--- src/rtl/can_mode_pkg.sv ---
package can_mode_pkg;
  typedef enum logic [1:0] {
    MODE_UNPWR  = 2'd0,
    MODE_STBY   = 2'd1,
    MODE_SILENT = 2'd2,
    MODE_NORMAL = 2'd3
  } mode_e;
endpackage

--- src/rtl/can_clamp_det.sv ---
module can_clamp_det #(
  parameter int CLAMP_CYC = 9
) (
  input  logic clk_i,
  input  logic rst_ni,
  input  logic arm_i,
  input  logic hsc_dom_i,
  input  logic rxd_pin_i,
  input  logic rel_i,
  output logic flag_o
);
  localparam int CNT_W = $clog2(CLAMP_CYC + 1);
  localparam logic [CNT_W-1:0] LAST = CNT_W'(CLAMP_CYC - 1);

  logic [CNT_W-1:0] cnt_q;
  logic             flag_q;
  logic             cond;

  // comparator dominant but the receive pin still high
  assign cond = arm_i & hsc_dom_i & rxd_pin_i;

  always_ff @(posedge clk_i or negedge rst_ni) begin
    if (!rst_ni) begin
      cnt_q  <= '0;
      flag_q <= 1'b0;
    end else begin
      if (!cond)              cnt_q <= '0;
      else if (cnt_q != LAST) cnt_q <= cnt_q + 1'b1;
      if (!rxd_pin_i || rel_i)            flag_q <= 1'b0;
      else if (cond && cnt_q == LAST)     flag_q <= 1'b1;
    end
  end

  assign flag_o = flag_q;
endmodule

--- src/rtl/can_ot_hold.sv ---
module can_ot_hold (
  input  logic clk_i,
  input  logic rst_ni,
  input  logic ot_i,
  input  logic txd_i,
  output logic err_o
);
  logic ot_q;

  always_ff @(posedge clk_i or negedge rst_ni) begin
    if (!rst_ni)    ot_q <= 1'b0;
    else if (ot_i)  ot_q <= 1'b1;
    else if (txd_i) ot_q <= 1'b0;
  end

  // held until the flag is gone and txd is recessive
  assign err_o = ot_i | (ot_q & ~txd_i);
endmodule

--- src/rtl/can_mode_fsm.sv ---
module can_mode_fsm
  import can_mode_pkg::*;
(
  input  logic  clk_i,
  input  logic  rst_ni,
  input  logic  stby_i,
  input  logic  txd_i,
  input  logic  uv_i,
  input  logic  err_i,
  output mode_e mode_o
);
  mode_e mode_q, mode_d;

  always_comb begin
    mode_d = mode_q;
    if (uv_i)        mode_d = MODE_UNPWR;
    else if (stby_i) mode_d = MODE_STBY;
    else begin
      unique case (mode_q)
        MODE_UNPWR, MODE_STBY:
          if (txd_i) mode_d = err_i ? MODE_SILENT : MODE_NORMAL;
        MODE_NORMAL:
          if (err_i) mode_d = MODE_SILENT;
        MODE_SILENT:
          if (!err_i && txd_i) mode_d = MODE_NORMAL;
        default: mode_d = MODE_UNPWR;
      endcase
    end
  end

  always_ff @(posedge clk_i or negedge rst_ni) begin
    if (!rst_ni) mode_q <= MODE_UNPWR;
    else         mode_q <= mode_d;
  end

  assign mode_o = mode_q;
endmodule

--- src/rtl/can_mode_ctrl.sv ---
module can_mode_ctrl
  import can_mode_pkg::*;
#(
  parameter int CLAMP_CYC = 9
) (
  input  logic       clk_i,
  input  logic       rst_ni,
  input  logic       stby_i,
  input  logic       txd_i,
  input  logic       uv_i,
  input  logic       ot_i,
  input  logic       hsc_dom_i,
  input  logic       rxd_pin_i,
  input  logic       wake_i,
  output logic [1:0] mode_o,
  output logic       drv_en_o,
  output logic       bias_en_o,
  output logic       hsc_en_o,
  output logic       rxd_o
);
  mode_e mode;
  logic  ot_err, clamp_flag, err;

  can_ot_hold i_ot (
    .clk_i  (clk_i),
    .rst_ni (rst_ni),
    .ot_i   (ot_i),
    .txd_i  (txd_i),
    .err_o  (ot_err)
  );

  can_clamp_det #(.CLAMP_CYC(CLAMP_CYC)) i_clamp (
    .clk_i     (clk_i),
    .rst_ni    (rst_ni),
    .arm_i     (mode == MODE_NORMAL),
    .hsc_dom_i (hsc_dom_i),
    .rxd_pin_i (rxd_pin_i),
    .rel_i     (stby_i | uv_i),
    .flag_o    (clamp_flag)
  );

  // a dominant receive pin releases the clamp fault at once
  assign err = ot_err | (clamp_flag & rxd_pin_i);

  can_mode_fsm i_fsm (
    .clk_i  (clk_i),
    .rst_ni (rst_ni),
    .stby_i (stby_i),
    .txd_i  (txd_i),
    .uv_i   (uv_i),
    .err_i  (err),
    .mode_o (mode)
  );

  assign mode_o    = mode;
  assign drv_en_o  = (mode == MODE_NORMAL);
  assign bias_en_o = (mode == MODE_NORMAL) || (mode == MODE_SILENT);
  assign hsc_en_o  = bias_en_o;

  always_comb begin
    unique case (mode)
      MODE_UNPWR: rxd_o = 1'b1;
      MODE_STBY:  rxd_o = ~wake_i;
      default:    rxd_o = ~hsc_dom_i;
    endcase
  end
endmodule

--- config.mk ---
export PLATFORM = sky130hd
export DESIGN_NAME = can_mode_ctrl
export DESIGN_NICKNAME = d
export VERILOG_FILES = /design/src/rtl/can_mode_pkg.sv /design/src/rtl/can_clamp_det.sv /design/src/rtl/can_ot_hold.sv /design/src/rtl/can_mode_fsm.sv /design/src/rtl/can_mode_ctrl.sv
export SDC_FILE = /design/constraint.sdc
export NUM_CORES = 1
export LEC_CHECK = 0
export BUFFER_PORTS_ARGS = -buffer_cell sky130_fd_sc_hd__buf_4
export CAP_MARGIN = 20
export CORE_AREA = 2 2 39 41
export CTS_BUF_LIST = sky130_fd_sc_hd__clkbuf_2
export CTS_CLUSTER_DIAMETER = 150
export DETAILED_ROUTE_END_ITERATION = 10
export DIE_AREA = 0 0 41 43
export SLEW_MARGIN = 5
export SYNTH_ARGS = -nofsm -noshare
export SYNTH_HDL_FRONTEND = slang
export SYNTH_HIERARCHICAL = 1
export SYNTH_SLANG_ARGS = --single-unit
--- constraint.sdc ---
create_clock -name clk_i -period 1.45 [get_ports clk_i]
set_input_delay 0.0725 -clock clk_i [delete_from_list [all_inputs] [get_ports clk_i]]
set_output_delay 0.0725 -clock clk_i [all_outputs]
set_load 0.01 [all_outputs]
==> impl_results.md <==
* PD cells at 745 nW/um2
* Synthesized area at 424 um2
* CP Data Arrival Time at 1.39 ns
* Pre-Repair DR Iteration Count at 4
* Clk slew on worst S/H paths at 0.07 ns
* Static leakage at 0.280 nW
* Final instance area at 568 um2
* Syn Nets at 52
* Overflow after GRT at 0
* R2R Path Start: i_clamp/cnt_q[0]
* Placed Area at 533 um2
* Num CTS Buffers at 3
* Chip width at 41 um
* Iter 0 DRT Violations at 5
* Post-route ant nets at 0
* TritonCTS clock tree: done
* Tot GR Track Use at 0.0925
* CP required at 1.56 ns
* Fin crit period at 1.29 ns
* Layout area overhead at 33.9%
* DP Cell Count at 68
* Post-DP HPWL at 563 um
* Max Clk Rate at 777 MHz
* Hold EP: i_fsm/mode_o[1]
* CP startpoint kind: flop
* Vias in the first global route at 278
* Clk buf depth at 2
* Ratio of cells with drive above 1 in the final layout at 0.351
* Initial antenna violation count at 0
* Dominant cell type by area after synthesis: dfrtp_1
* Flop-to-flop setup slack at 0.16 ns
* Yosys warning count at 6
* Post-synthesis sequential area ratio at 0.472
* Worst r2r path cells at 5
* Syn Area/Cell at 10.3 um2
* Core area at 1380 um2
* # port buffers at 14
* Rel. slew slack at 0.867
* Largest net degree at the start of global routing at 9
* First-pass GRT wire length at 1.15 mm
* Hold/Removal Path Class: input pin to flop
* Cell variety after synth at 22
* Via total after detailed routing at 328
* Die H at 43 um
* Vias per cell at 4.49
* Fin util at 0.410
* Final worst slack at 0.164 ns
* Nets@finish at 70
* DRC viols at 0
* Most frequent cells in the layout: buf_4 (14), dfrtp_1 (8), inv_1 (4)
* Hold_sp: stby_i
* Period utilization at 0.887
* N_diodes at 0
* Pre-CTS WS at 0.177 ns
* Worst-Skew Late Latency at 0.22 ns
* RSZ-0062 raised after global routing: false
* Synth area leaders: dfrtp_1 (47%), ha_1 (5.9%), a21o_1 (5.3%), and3b_1 (4.1%), xnor2_1 (4.1%)
* Syn Inst Count at 41
* Initial core utilization at 0.307
* Setup_tns at 0 ns
* Ports at 15
* Final hold violation count at 0
* Max-cap violations at 0
* Die ar. at 1760 um2
* Most common cell after layout, fill and taps aside: buf_4
* Root Driver: clkbuf_2
* Yosys reg bits at 8
* DR WL/cell at 9.60 um
* Max IR drop VDD at 0.384 mV
* Layout Cells excl Fill at 73
* CP endpoint kind: flop
* Final setup viols at 0
* Fin. max-slew vios at 0
* Final Wtd Congestion at 0.584
* Actual slew at the worst max-slew pin at 0.199 ns
* Htree depth at 1
* Status: complete, no violations
* Critical path type: flop to flop
* CP max FO at 4
* Hold Crit Depth at 2
* Worst R2R End: i_clamp/cnt_q[1]
* Skew final at 0.00391 ns
* Core Rows at 14
* Synth top area share at 0.472
* Clock Sinks at 8
* Final wirelength at 701 um
## worst max-delay path, cell delays in order, from the launching register on
cell     delay, ns
dfrtp_1       0.40
inv_1         0.10
ha_1          0.15
and3b_1       0.27
mux2i_1       0.21
nor2_1        0.05
## sequential cells by signal, summed over array words and instances, names as in the netlist
name / cells
i_clamp/cnt_q: 4
i_clamp/flag_o: 1
i_fsm/mode_o: 2
i_ot/ot_q: 1
## cell usage after synthesis
| cell | number |
|---|---|
| dfrtp_1 | 8 |
| inv_1 | 4 |
| a21o_1 | 3 |
| nor2_1 | 3 |
| and3b_1 | 2 |
| ha_1 | 2 |
| nand3_1 | 2 |
| nor3_1 | 2 |
| xnor2_1 | 2 |
| a21oi_1 | 1 |
| a311oi_1 | 1 |
| a31oi_1 | 1 |
| and2_2 | 1 |
| buf_2 | 1 |
| buf_4 | 1 |
| clkbuf_1 | 1 |
| mux2i_1 | 1 |
| nor3b_1 | 1 |
| nor3b_2 | 1 |
| or2_0 | 1 |
| or2_2 | 1 |
| xor2_1 | 1 |
## logic make-up after synthesis
family	after synthesis	synth area share
AO/OA/AOI/OAI	6	0.100
XOR/XNOR	3	0.0620
adder cells (fa/ha/maj)	2	0.0590
buffers and inverters	7	0.0737
flip-flops	8	0.472
multiplexers	1	0.0236
AND/OR/NAND/NOR	14	0.209
## power breakdown
group | switching [mW] | internal, mW
clock | 0.0680 | 0.0565
combinational | 0.0258 | 0.0393
sequential | 0.00505 | 0.229
total | 0.0989 | 0.324
## cell type report
type | instances | area [um2]
fill | 133 | 816
sequential | 8 | 200
clock buffer | 3 | 15.0
multi-input combinational | 26 | 193
inverter | 4 | 15.0
tap | 16 | 20.0
timing repair buffer | 16 | 125
## per-stage QoR
step                      power [mW]  hold WS (ns)
after floorplan                0.262        -0.223
after global placement         0.301       -0.0994
after detailed placement       0.300        -0.101
after CTS                      0.430      0.000372
after global routing           0.452      0.000941
final                          0.423        0.0169
## worst max-delay path by stage
stage | from | cells after the start | end
floorplan | i_clamp/cnt_q[0] | 6 | i_clamp/flag_o
global placement | i_clamp/cnt_q[0] | 5 | i_clamp/flag_o
detailed placement | i_clamp/cnt_q[0] | 5 | i_clamp/cnt_q[1]
CTS | i_clamp/cnt_q[0] | 5 | i_clamp/cnt_q[1]
global route | i_clamp/cnt_q[0] | 5 | i_clamp/flag_o
finish | i_clamp/cnt_q[0] | 5 | i_clamp/cnt_q[1]
## routing by layer
metal	share of wire	up-vias	wire (um)	track usage
met5	0	-	0	0
met4	0	0	0	0.0600
met3	0.014	0	10	0
met2	0.48	4	334	0.109
met1	0.51	153	356	0.157
li1	-	171	-	-
## repair_timing
item / CTS / global route
endpoints found under the hold margin: 8 / 2
setup buffers: 0 / 0
gates resized for setup: 0 / 0
hold buffers: 1 / 1
Note: power is estimated with default switching activity, not from simulation.
